[config.mk]
export PLATFORM = sky130hd
export DESIGN_NAME = gpr_file
export DESIGN_NICKNAME = d
export VERILOG_FILES = /design/src/rtl/gpr_pkg.sv /design/src/rtl/gpr_sel_decode.sv /design/src/rtl/gpr_read_port.sv /design/src/rtl/gpr_reg_cell.sv /design/src/rtl/gpr_file.sv
export SDC_FILE = /design/constraint.sdc
export NUM_CORES = 1
export LEC_CHECK = 0
export BUFFER_PORTS_ARGS = -buffer_cell sky130_fd_sc_hd__buf_2
export CORE_MARGIN = 2
export CORE_UTILIZATION = 45
export CTS_CLUSTER_DIAMETER = 100
export CTS_CLUSTER_SIZE = 20
export DETAILED_ROUTE_END_ITERATION = 8
export PLACE_DENSITY_LB_ADDON = 0.05
export SETUP_SLACK_MARGIN = 0.15
export SLEW_MARGIN = 20
export SYNTH_ARGS = -nofsm -noshare
export SYNTH_HDL_FRONTEND = slang
export SYNTH_SLANG_ARGS = --single-unit
export TNS_END_PERCENT = 10
[constraint.sdc]
create_clock -name clk -period 12.1 [get_ports clk]
set_clock_uncertainty 0.1 [all_clocks]
set_input_delay 2.42 -clock clk [delete_from_list [all_inputs] [get_ports clk]]
set_output_delay 2.42 -clock clk [all_outputs]
set_load 0.02 [all_outputs]
[src/rtl/gpr_pkg.sv]
package gpr_pkg;

   // Which part of a register a port touches.
   typedef enum logic [1:0] {
      LANE_WORD = 2'd0,
      LANE_LO   = 2'd1,
      LANE_HI   = 2'd2
   } lane_e;

   // True when the lane includes the low half.
   function automatic logic lane_has_lo(lane_e l);
      return (l == LANE_WORD) || (l == LANE_LO);
   endfunction

   // True when the lane includes the high half.
   function automatic logic lane_has_hi(lane_e l);
      return (l == LANE_WORD) || (l == LANE_HI);
   endfunction

endpackage

[src/rtl/gpr_sel_decode.sv]
// Turns a port's code and mode flag into a register index and a lane.
module gpr_sel_decode
   import gpr_pkg::*;
#(
   parameter int SEL_W = 3
) (
   input  logic [SEL_W-1:0] sel,
   input  logic             byte_mode,
   output logic [SEL_W-1:0] idx,
   output lane_e            lane
);

   generate
      if (SEL_W < 2) begin : g_bad_sel
         $error("gpr_sel_decode: SEL_W must be at least 2");
      end
   endgenerate

   always_comb begin
      if (byte_mode) begin
         // Top bit picks the half; the rest names a data register in the lower half of the map.
         idx  = {1'b0, sel[SEL_W-2:0]};
         lane = sel[SEL_W-1] ? LANE_HI : LANE_LO;
      end else begin
         idx  = sel;
         lane = LANE_WORD;
      end
   end

endmodule

[src/rtl/gpr_read_port.sv]
// One read port: picks a register and applies the lane, zero-extending bytes.
module gpr_read_port
   import gpr_pkg::*;
#(
   parameter int WORD_W = 16,
   parameter int SEL_W  = 3,
   localparam int NREG  = 1 << SEL_W,
   localparam int HALF  = WORD_W / 2
) (
   input  logic [WORD_W-1:0] regs [NREG],
   input  logic [SEL_W-1:0]  idx,
   input  lane_e             lane,
   output logic [WORD_W-1:0] data
);

   logic [WORD_W-1:0] word;

   assign word = regs[idx];

   always_comb begin
      unique case (lane)
         LANE_LO: data = {{(WORD_W-HALF){1'b0}}, word[HALF-1:0]};
         LANE_HI: data = {{(WORD_W-HALF){1'b0}}, word[WORD_W-1:HALF]};
         default: data = word;
      endcase
   end

endmodule

[src/rtl/gpr_reg_cell.sv]
// One register with separate lane write enables and optional step up/down.
module gpr_reg_cell #(
   parameter int WORD_W  = 16,
   parameter int STEP    = 2,
   localparam int HALF   = WORD_W / 2
) (
   input  logic              clk,
   input  logic              rst,
   input  logic              wr_lo,
   input  logic              wr_hi,
   input  logic [WORD_W-1:0] wr_data,
   input  logic              step_dn,
   input  logic              step_up,
   output logic [WORD_W-1:0] q
);

   localparam logic [WORD_W-1:0] STEP_V = WORD_W'(STEP);

   logic any_wr;
   logic do_dn;
   logic do_up;

   assign any_wr = wr_lo | wr_hi;
   assign do_dn  = !any_wr && step_dn && !step_up;
   assign do_up  = !any_wr && step_up && !step_dn;

   always_ff @(posedge clk) begin
      if (rst) begin
         q <= '0;
      end else if (any_wr) begin
         if (wr_lo) q[HALF-1:0]      <= wr_data[HALF-1:0];
         if (wr_hi) q[WORD_W-1:HALF] <= wr_data[WORD_W-1:HALF];
      end else if (do_dn) begin
         q <= q - STEP_V;
      end else if (do_up) begin
         q <= q + STEP_V;
      end
   end

   // synchronous clear
   a_r1_reset_clear: assert property (@(posedge clk) rst |=> q == '0);

   // low-lane write keeps the high half
   a_r4_lo_keeps_hi: assert property (@(posedge clk) disable iff (rst)
      (wr_lo && !wr_hi) |=> q[WORD_W-1:HALF] == $past(q[WORD_W-1:HALF]));

   // high-lane write keeps the low half
   a_r4_hi_keeps_lo: assert property (@(posedge clk) disable iff (rst)
      (wr_hi && !wr_lo) |=> q[HALF-1:0] == $past(q[HALF-1:0]));

   // no write and no net step leaves the value alone
   a_r9_idle_hold: assert property (@(posedge clk) disable iff (rst)
      (!wr_lo && !wr_hi && (step_dn == step_up)) |=> $stable(q));

   // a lone down step subtracts the step size
   a_r8_push_down: assert property (@(posedge clk) disable iff (rst)
      (!wr_lo && !wr_hi && step_dn && !step_up) |=> q == $past(q) - STEP_V);

   // a lone up step adds the step size
   a_r8_pop_up: assert property (@(posedge clk) disable iff (rst)
      (!wr_lo && !wr_hi && step_up && !step_dn) |=> q == $past(q) + STEP_V);

endmodule

[src/rtl/gpr_file.sv]
module gpr_file
   import gpr_pkg::*;
#(
   parameter int WORD_W  = 16,
   parameter int SEL_W   = 3,
   parameter int SP_CODE = 4,
   parameter int SP_STEP = 2
) (
   input  logic              clk,
   input  logic              rst,
   input  logic [SEL_W-1:0]  rd_a_sel,
   input  logic              rd_a_byte,
   output logic [WORD_W-1:0] rd_a_data,
   input  logic [SEL_W-1:0]  rd_b_sel,
   input  logic              rd_b_byte,
   output logic [WORD_W-1:0] rd_b_data,
   input  logic              wr_en,
   input  logic [SEL_W-1:0]  wr_sel,
   input  logic              wr_byte,
   input  logic [WORD_W-1:0] wr_data,
   input  logic              sp_push,
   input  logic              sp_pop
);

   localparam int NREG     = 1 << SEL_W;
   localparam int HALF     = WORD_W / 2;
   localparam int RD_PORTS = 2;

   // Elaboration-time parameter checks
   generate
      if ((WORD_W < 2) || ((WORD_W % 2) != 0)) begin : g_bad_width
         $error("gpr_file: WORD_W must be even and at least 2");
      end
      if ((SP_CODE < 0) || (SP_CODE >= NREG)) begin : g_bad_sp
         $error("gpr_file: SP_CODE outside the register map");
      end
      if ((SP_STEP < 1) || (SP_STEP >= (1 << (WORD_W - 1)))) begin : g_bad_step
         $error("gpr_file: SP_STEP out of range");
      end
   endgenerate

   logic [WORD_W-1:0] regs [NREG];

   // Write side
   logic [SEL_W-1:0]  w_idx;
   lane_e             w_lane;
   logic [WORD_W-1:0] w_aligned;

   gpr_sel_decode #(.SEL_W(SEL_W)) u_wr_dec (
      .sel       (wr_sel),
      .byte_mode (wr_byte),
      .idx       (w_idx),
      .lane      (w_lane)
   );

   // Byte data is copied into both lanes; the lane enables choose which lands.
   assign w_aligned = wr_byte ? {wr_data[HALF-1:0], wr_data[HALF-1:0]} : wr_data;

   genvar r;
   generate
      for (r = 0; r < NREG; r++) begin : g_reg
         logic hit;
         logic lo_en;
         logic hi_en;
         logic dn;
         logic up;

         assign hit   = wr_en && (w_idx == SEL_W'(r));
         assign lo_en = hit && lane_has_lo(w_lane);
         assign hi_en = hit && lane_has_hi(w_lane);

         if (r == SP_CODE) begin : g_sp
            assign dn = sp_push;
            assign up = sp_pop;
         end else begin : g_plain
            assign dn = 1'b0;
            assign up = 1'b0;
         end

         gpr_reg_cell #(.WORD_W(WORD_W), .STEP(SP_STEP)) u_cell (
            .clk     (clk),
            .rst     (rst),
            .wr_lo   (lo_en),
            .wr_hi   (hi_en),
            .wr_data (w_aligned),
            .step_dn (dn),
            .step_up (up),
            .q       (regs[r])
         );
      end
   endgenerate

   // Read side
   logic [SEL_W-1:0]  rp_sel  [RD_PORTS];
   logic              rp_byte [RD_PORTS];
   logic [WORD_W-1:0] rp_data [RD_PORTS];

   assign rp_sel[0]  = rd_a_sel;
   assign rp_byte[0] = rd_a_byte;
   assign rp_sel[1]  = rd_b_sel;
   assign rp_byte[1] = rd_b_byte;
   assign rd_a_data  = rp_data[0];
   assign rd_b_data  = rp_data[1];

   genvar p;
   generate
      for (p = 0; p < RD_PORTS; p++) begin : g_rd
         logic [SEL_W-1:0] idx;
         lane_e            lane;

         gpr_sel_decode #(.SEL_W(SEL_W)) u_dec (
            .sel       (rp_sel[p]),
            .byte_mode (rp_byte[p]),
            .idx       (idx),
            .lane      (lane)
         );

         gpr_read_port #(.WORD_W(WORD_W), .SEL_W(SEL_W)) u_port (
            .regs (regs),
            .idx  (idx),
            .lane (lane),
            .data (rp_data[p])
         );
      end
   endgenerate

   // byte reads carry zeros in the upper half
   a_r5_zero_ext_a: assert property (@(posedge clk) disable iff (rst)
      rd_a_byte |-> rd_a_data[WORD_W-1:HALF] == '0);
   a_r5_zero_ext_b: assert property (@(posedge clk) disable iff (rst)
      rd_b_byte |-> rd_b_data[WORD_W-1:HALF] == '0);

   // a word write to the stack pointer overrides any stack step
   a_r10_write_wins: assert property (@(posedge clk) disable iff (rst)
      (wr_en && !wr_byte && (wr_sel == SEL_W'(SP_CODE))) |=> regs[SP_CODE] == $past(wr_data));

   // a word read one cycle after a word write sees the written data
   a_r6_write_seen: assert property (@(posedge clk) disable iff (rst)
      (wr_en && !wr_byte && !(sp_push ^ sp_pop)) ##1 (!rd_a_byte && (rd_a_sel == $past(wr_sel)))
      |-> rd_a_data == $past(wr_data));

endmodule

==> out/qor.yml, run 1 <==
synth_fp_nets: 854
fmax_ghz: 0.144
rsz0062_at_grt: "false"
ys_seq_area_frac: 0.345
wl_per_cell_microns: 23.0
design_area_sq_mm: 0.00839
grt_max_degree: 82
final_core_util: 0.524
relSlewSlack: 0.220
synth-edff-count: 0
start_kind: "primary input"
place_congestion: 0.824
drtIter0Drc: 531
hold_violations: 0
critPathRequiredTime_ns: 9.58
crit_chain: "buf_2 -> mux4_2 -> mux2i_1 -> a21oi_1 -> buf_2"
min_path_type: "reg2reg"
grt_use_met1: 0.378
dp_worst_setup_slack_ns: 5.14
cts_root_buffer: "clkbuf_16"
synth_xor_area_frac: 0.0153
nFillCells: 1543
muxShareOfSynthArea: 0.264
endpoint_kind: "output port"
min_period_over_period: 0.573
cts.repair.resized: 0
max_stage_delay_ns: 0.78
synth_area_leaders: "dfxtp_1, mux4_2, mux2i_1"
crit_type: "in2out"
endpoint: "rd_b_data[5]"
nets: 877
r2r_start: "g_reg[4].u_cell.q[1]$_SDFFE_PP0P_"
clock-sinks: 128
fp.coreArea_sq_mm: 0.0160
largest_register_ffs: 128
seq_area_sq_mm: 0.00256
drv_slew: 0
slowest_stage: "buf_2"
port_buffers: 64
worstHoldStart: "g_reg[5].u_cell.q[7]$_SDFFE_PP0P_"
overflow: 0
syn_area_sq_mm: 0.00742
startpoint: "rd_b_sel[1]"
r2r_setup_slack_ns: 9.38
ys_seq_elements: 128
status: "complete, no violations"
ios: 65
cts_tree: "done"
rr_worst_depth: 7
clk_pin_slew_ns: 0.05
period_minus_slack_ns: 6.93
drive_above_1_share: 0.219
max-cap-violations: 0
whs_ns: 0.368
netlist_top_cells_count: "dfxtp_1, nor2_1, nand2_1, a21oi_1, mux4_2"
fp.dieW_microns: 132
ant_nets: 0
diodes: 0
start_util: 0.464
grt_use_met3: 0.0615
ys_types: 45
setup_viol: 0
grt_pass1_vias: 6200
grt_pass1_wl_mm: 37.2
numCtsBuffers: 17
grt.total_usage: 0.281
drc: 0
yosysWarningCount: 0
total_power_mw: 1.15
cts_setup_buffers: 0
antenna_found_initial: 0
viasPerCell: 6.14
async_flop_share: 0
synth_top_family_by_area: "multiplexers"
p_leak_nw: 3.13
clock_latency_ns: 0.42
avgSynthCellArea_sq_um: 9.19
synth-adder-area-share: 0.0246
areaGrowthSynthToFinish_pct: 13.1
r2r_end: "g_reg[4].u_cell.q[15]$_SDFFE_PP0P_"
ir_worst_vdd_uv: 103
cpMostUsedCell: "buf_2"
num_rows: 46
placed_area_sq_mm: 0.00781
yosysMostFrequentCell: "dfxtp_1"
synth-compound-area-share: 0.153
reg_top3: "g.u_cell.q x128"
multi_input_area_sq_mm: 0.00456
drt_pre_antenna_iters: 5
dp_cells: 1027
h-tree-depth: 4
synthFlopType: "dfxtp_1"
grt.busiest_layer: "met2"
layoutNonFillerInstCount: 1059
ctsHoldBuffers: 0
dp_hpwl_mm: 16.8
synth_top_area_share: 0.345
vias: 6504
yosysTopAreaCell: "dfxtp_1"
dieHeight_microns: 132
ctsLongestPathBuffers: 2
synth-simple-area-share: 0.156
tightest_slew_ns: 1.14
worst_slack_ns: 5.17
cp.arrival_ns: 4.41
met2_usage: 0.447
powerDensity_mw_per_mm2: 137
synth_cells: 807
wirelength_mm: 24.4
finalSetupTns_ns: 0
regMostFlops: "g.u_cell.q"
die-area_sq_mm: 0.0175
path_max_fanout: 32
## layout by cell type, fill, tap and decap left out, types with 4 or more instances in the layout
| cell | count |
|---|---|
| clkbuf_16 | 17 |
| nor2_1 | 123 |
| ha_1 | 13 |
| mux2i_1 | 51 |
| or3_1 | 4 |
| nand2b_1 | 5 |
| o21ai_0 | 7 |
| or2_2 | 6 |
| nor3_1 | 5 |
| buf_4 | 12 |
| a311oi_1 | 4 |
| a211oi_1 | 51 |
| xnor2_1 | 10 |
| clkinv_2 | 6 |
| mux4_2 | 64 |
| nand2_1 | 119 |
| a21o_1 | 4 |
| buf_2 | 63 |
| a21oi_1 | 97 |
| dfxtp_1 | 128 |
## metal layers
metal | wire length, microns | vias up | part of all wire
met5 | 0 | - | 0
met4 | 550 | 0 | 0.023
met3 | 1700 | 31 | 0.070
met2 | 11500 | 267 | 0.47
met1 | 10600 | 3220 | 0.43
li1 | - | 2986 | -
## cell families (layout without fill, tap and decap cells)
| family | Yosys count | after routing |
|---|---|---|
| multiplexers | 116 | 116 |
| buffers and inverters | 74 | 110 |
| flip-flops | 128 | 128 |
| adder cells (fa/ha/maj) | 14 | 14 |
| XOR/XNOR | 13 | 13 |
| AO/OA/AOI/OAI | 182 | 182 |
| AND/OR/NAND/NOR | 280 | 280 |
## power breakdown
part / internal (mW) / total, mW / switching (mW) / leakage, nW
logic: 0.0717 / 0.183 / 0.111 / 1.81
clock network: 0.321 / 0.513 / 0.192 / 0.279
registers: 0.437 / 0.455 / 0.0174 / 1.04
total: 0.830 / 1.15 / 0.321 / 3.13
## worst max-delay path, delay by kind of cell
family                 cells  cell delay [ns]
AO/OA/AOI/OAI              1             0.13
multiplexers               2             0.85
buffers and inverters      2             0.98
## cell type report
type / count / area share
timing repair buffer: 75 / 0.0483
clock buffer: 20 / 0.0521
multi-input combinational: 605 / 0.544
sequential: 128 / 0.305
inverter: 3 / 0.00134
clock inverter: 12 / 0.0170
tap: 216 / 0.0322
## how the worst min path moves through the flow
stage | to | depth (start not counted)
after global placement | g_reg[0].u_cell.q[3]$_SDFFE_PP0P_ | 2
after detailed placement | g_reg[5].u_cell.q[7]$_SDFFE_PP0P_ | 2
after floorplan | g_reg[5].u_cell.q[0]$_SDFFE_PP0P_ | 2
final | g_reg[5].u_cell.q[7]$_SDFFE_PP0P_ | 2
after global routing | g_reg[0].u_cell.q[6]$_SDFFE_PP0P_ | 2
after CTS | g_reg[5].u_cell.q[0]$_SDFFE_PP0P_ | 2
Power figures use the tool's default switching activity.
==> inputs of run 2 (changes only) <==
--- a/config.mk
+++ b/config.mk
@@ -5,6 +5,7 @@
 export SDC_FILE = /design/constraint.sdc
 export NUM_CORES = 1
 export LEC_CHECK = 0
+export ABC_AREA = 1
 export BUFFER_PORTS_ARGS = -buffer_cell sky130_fd_sc_hd__buf_2
 export CORE_MARGIN = 2
 export CORE_UTILIZATION = 45
==> constraint.sdc (replaced) <==
create_clock -name clk -period 6.85 [get_ports clk]
set_clock_uncertainty 0.1 [all_clocks]
set_input_delay 1.37 -clock clk [delete_from_list [all_inputs] [get_ports clk]]
set_output_delay 1.37 -clock clk [all_outputs]
set_load 0.02 [all_outputs]
==> run 2 against run 1 <==
  * Power is 83% higher
  * Cell area grew 3.7%
  * Sequential share of layout area fell by 1.1 points
  * Critical path depth grew 2
  * Sequential power is 76% higher
  * Synthesized cell count is 52% higher
  * Utilization fell by 1.8 points
  * Global-route usage grew 1.3 points
  * Critical path type unchanged
  * Highest routed layer unchanged
==> out/qor.yml, run 2 <==
areaGrowthSynthToFinish_pct: 10.8
die-area_sq_mm: 0.0185
async_flop_share: 0
p_clk_frac: 0.447
layout_commonest_cell: "o21ai_0"
grt_max_degree: 67
dp_cells: 1440
ir_worst_vdd_uv: 193
switching_power_mw: 0.641
yosysTopAreaCell: "dfxtp_1"
h-tree-depth: 4
hold-path-endpoint: "g_reg[0].u_cell.q[12]$_SDFFE_PP0P_"
ys_types: 38
period_minus_slack_ns: 5.21
r2r_end: "g_reg[4].u_cell.q[13]$_SDFFE_PP0P_"
port_buffers: 64
numCtsBuffers: 17
max-cap-violations: 0
overflow: 0
met2_usage: 0.457
nets: 1281
cts_root_buffer: "clkbuf_16"
seq_area_sq_mm: 0.00256
crit_type: "in2out"
crit_chain: "buf_2 -> clkinv_1 -> buf_4 -> a21oi_1 -> o21ai_0 -> a311oi_1 -> buf_2"
grt_use_met3: 0.0462
synth_fp_nets: 1274
reg_top3: "g.u_cell.q x128"
setup_viol: 0
cts.repair.resized: 0
clock_latency_ns: 0.42
dp_worst_setup_slack_ns: 1.77
cts_tree: "done"
cp.arrival_ns: 3.74
hold_depth: 2
dieHeight_microns: 136
hold_violations: 0
synth_cells: 1227
grt_use_met1: 0.401
endpoint_kind: "output port"
finalSetupTns_ns: 0
clock-sinks: 128
drt_pre_antenna_iters: 5
fp.dieW_microns: 136
rr_worst_depth: 9
worstHoldStart: "g_reg[0].u_cell.q[12]$_SDFFE_PP0P_"
relSlewSlack: 0.386
cpMostUsedCell: "buf_2"
wl_per_cell_microns: 18.1
diodes: 0
synth_area_leaders: "dfxtp_1, o21ai_0, a21oi_1"
netlist_top_cells_count: "o21ai_0, a21oi_1, nand2_1, nor2_1, dfxtp_1"
tightest_slew_ns: 0.920
synth_top_area_share: 0.326
regMostFlops: "g.u_cell.q"
fmax_ghz: 0.192
layoutNonFillerInstCount: 1472
synth-edff-count: 0
vias: 8081
fp.coreArea_sq_mm: 0.0172
viasPerCell: 5.49
drc: 0
nFillCells: 1827
placed_area_sq_mm: 0.00810
yosysMostFrequentCell: "o21ai_0"
drtIter0Drc: 855
avgSynthCellArea_sq_um: 6.40
ctsHoldBuffers: 0
start_util: 0.457
num_rows: 48
p_int_mw: 1.47
path_max_fanout: 38
status: "complete, no violations"
drv_slew: 0
grt_pass1_wl_mm: 41.6
start_kind: "primary input"
rsz0062_at_grt: "false"
powerDensity_mw_per_mm2: 242
layout_common_cells: "o21ai_0, a21oi_1, nand2_1, nor2_1, dfxtp_1"
grt_pass1_vias: 7278
combPwrFrac: 0.175
grt.total_usage: 0.294
drive_above_1_share: 0.114
place_congestion: 0.928
antenna_found_initial: 0
wirelength_mm: 26.7
max_stage_delay_ns: 0.61
min_path_type: "reg2reg"
dp_hpwl_mm: 19.0
yosysWarningCount: 0
ys_seq_area_frac: 0.326
multi_input_area_sq_mm: 0.00446
ys_seq_elements: 128
p_leak_nw: 3.53
ctsLongestPathBuffers: 2
final_core_util: 0.507
seqPwrFrac: 0.379
ant_nets: 0
synthFlopType: "dfxtp_1"
p_sw_frac: 0.304
worst_slack_ns: 1.64
grt.busiest_layer: "met2"
cts_setup_buffers: 0
design_area_sq_mm: 0.00870
largest_register_ffs: 128
clk_pin_slew_ns: 0.06
ios: 65
critPathRequiredTime_ns: 5.38
syn_area_sq_mm: 0.00785
min_period_over_period: 0.761
r2r_setup_slack_ns: 4.92
r2r_start: "g_reg[4].u_cell.q[4]$_SDFFE_PP0P_"
slowest_stage: "buf_2"
-- run 2: cell type report --
class,count,area share
inverter,118,0.0509
timing repair buffer,68,0.0403
sequential,128,0.295
multi-input combinational,901,0.513
clock buffer,19,0.0509
tap,225,0.0324
clock inverter,13,0.0186
-- run 2: layer usage --
metal  vias to the layer above  wire length [microns]
met5                         -                      0
met4                         0                   1040
met3                        44                   1360
met2                       237                  11800
met1                      3660                  12400
li1                       4140                      -
-- run 2: power by group through the flow --
stage               clock network (mW)  registers (mW)  logic (mW)
floorplan                            0           0.806       0.262
global placement                     0           0.814       0.362
detailed placement                   0           0.814       0.364
CTS                              0.951           0.798       0.365
global route                     0.985           0.802       0.413
finish                           0.942           0.799       0.369
-- run 2: cell families (layout without fill, tap and decap cells) --
kind of cell,count (synthesis),after routing,share of synthesized area
buffers and inverters,198,218,0.106
DFF,128,128,0.326
xor gates and xnor gates,4,4,0.00446
and+or+nand+nor,381,381,0.201
muxes,8,8,0.0115
AOI/OAI and AO/OA,494,494,0.327
adders and majority gates,14,14,0.0233
-- run 2: worst max path at each step --
stage / from / to
floorplan: rd_b_sel[0] / rd_b_data[8]
global placement: rd_a_sel[0] / rd_a_data[12]
detailed placement: rd_a_sel[0] / rd_a_data[12]
CTS: rd_a_sel[0] / rd_a_data[12]
global route: rd_b_sel[1] / rd_b_data[8]
finish: rd_b_sel[1] / rd_b_data[8]
-- run 2: worst max-delay path: cells and delay by family --
kind | cells | cell delay, ns
buffers and inverters | 4 | 1.55
AOI/OAI and AO/OA | 3 | 0.80
-- run 2: metrics by stage --
step | total power [mW] | hold slack, ns
final | 2.11 | 0.364
after detailed placement | 1.18 | 0.354
after global placement | 1.18 | 0.355
after floorplan | 1.07 | 0.336
after global routing | 2.20 | 0.389
after CTS | 2.11 | 0.364
==> inputs of run 3 (changes only) <==
==> constraint.sdc (replaced) <==
create_clock -name clk -period 4.9 [get_ports clk]
set_clock_uncertainty 0.1 [all_clocks]
set_input_delay 0.98 -clock clk [delete_from_list [all_inputs] [get_ports clk]]
set_output_delay 0.98 -clock clk [all_outputs]
set_load 0.02 [all_outputs]
==> run 3 against run 2 <==
  * Utilization grew 0.38 points
  * Critical path depth shrank 1
  * Power grew 38%
  * Count of clock-buffer cells in the layout shrank 2
  * Sequential share of layout area shrank 0.22 points
  * Critical endpoint is now rd_a_data[14]
  * Largest cell class unchanged
==> out/qor.yml, run 3 (synthesized netlist as in run 2, its figures left out) <==
status: "complete, no violations"
reg_top3: "g.u_cell.q x128"
hold_violations: 0
seq_area_sq_mm: 0.00256
endpoint_kind: "output port"
critPathRequiredTime_ns: 3.82
min_path_type: "reg2reg"
clock_latency_ns: 0.43
layoutNonFillerInstCount: 1481
largest_register_ffs: 128
dieHeight_microns: 136
grt.total_usage: 0.300
period_minus_slack_ns: 3.95
crit_type: "in2out"
drive_above_1_share: 0.121
relSlewSlack: 0.348
ir_worst_vdd_uv: 255
antenna_found_initial: 0
areaGrowthSynthToFinish_pct: 11.6
h-tree-depth: 4
multi_input_area_sq_mm: 0.00446
wirelength_mm: 27.3
grt_pass1_vias: 7325
nets: 1290
clock-sinks: 128
vias: 8233
port_buffers: 64
viasPerCell: 5.56
dp_hpwl_mm: 19.1
fmax_ghz: 0.253
clk_pin_slew_ns: 0.06
ant_nets: 0
regMostFlops: "g.u_cell.q"
cts.repair.resized: 0
layout_commonest_cell: "o21ai_0"
start_kind: "primary input"
ctsHoldBuffers: 0
cp.arrival_ns: 2.87
drtIter0Drc: 779
drc: 0
grt_max_degree: 67
rsz0062_at_grt: "false"
tightest_slew_ns: 0.977
cts_tree: "done"
grt_pass1_wl_mm: 42.5
die-area_sq_mm: 0.0185
drv_slew: 0
cts_root_buffer: "clkbuf_16"
layout_common_cells: "o21ai_0, a21oi_1, nand2_1, nor2_1, dfxtp_1"
overflow: 0
drt_pre_antenna_iters: 5
finalSetupTns_ns: 0
p_leak_nw: 3.57
fp.dieW_microns: 136
num_rows: 48
wl_per_cell_microns: 18.4
ctsLongestPathBuffers: 2
setup_viol: 0
start_util: 0.457
min_period_over_period: 0.805
place_congestion: 0.929
numCtsBuffers: 17
path_max_fanout: 23
dp_cells: 1449
powerDensity_mw_per_mm2: 332
cts_setup_buffers: 0
whs_ns: 0.373
ios: 65
max-cap-violations: 0
nFillCells: 1820
diodes: 0
fp.coreArea_sq_mm: 0.0172
==> run 3: cell count changes in the layout (fill, tap and decap cells not counted) <==
cell	change
buf_12	+1
buf_4	+8
bufinv_16	-1
clkbuf_1	-1
clkbuf_8	-1
clkinv_4	+5
clkinvlp_4	-1
inv_2	-1
==> run 3: worst max-delay path, cell delays in order <==
cell,delay [ns]
buf_2,0.35
clkinv_1,0.68
o21ai_0,0.40
a21oi_1,0.07
o32ai_1,0.16
buf_2,0.22
==> run 3: worst paths after layout <==
check	endpoint	slack (ns)	depth (start not counted)	start
setup reg to reg	g_reg[4].u_cell.q[13]$_SDFFE_PP0P_	3.00	9	g_reg[4].u_cell.q[4]$_SDFFE_PP0P_
hold reg to reg	g_reg[5].u_cell.q[15]$_SDFFE_PP0P_	0.37	2	g_reg[5].u_cell.q[15]$_SDFFE_PP0P_
hold / removal	g_reg[5].u_cell.q[15]$_SDFFE_PP0P_	0.37	2	g_reg[5].u_cell.q[15]$_SDFFE_PP0P_
setup / recovery	rd_a_data[14]	0.95	6	rd_a_sel[0]
==> run 3: layer usage <==
layer  GRT usage  share of wire
met5           0              0
met4       0.134          0.039
met3      0.0526          0.063
met2       0.439           0.43
met1       0.429           0.46
==> run 3: final cells by class <==
type / count / area share
Multi-Input combinational cell: 901 / 0.509
Sequential cell: 128 / 0.292
Inverter: 118 / 0.0507
Timing Repair Buffer: 77 / 0.0491
Clock buffer: 17 / 0.0485
Tap cell: 225 / 0.0321
Clock inverter: 15 / 0.0186
==> run 3: stage by stage <==
| step | util | setup slack (ns) | area, sq um | power [mW] |
|---|---|---|---|---|
| after floorplan | - | 1.54 | 7850 | 1.49 |
| after global placement | 0.476 | 1.08 | 8180 | 1.65 |
| after detailed placement | 0.476 | 1.06 | 8180 | 1.66 |
| after CTS | 0.510 | 1.05 | 8760 | 2.91 |
| after global routing | 0.510 | 0.767 | 8770 | 3.03 |
| final | 0.510 | 0.955 | 8770 | 2.91 |
==> run 3: power breakdown <==
group	switching [mW]	internal, mW
Sequential	0.0326	1.08
Clock	0.515	0.753
Combinational	0.368	0.160
Total	0.916	2.00
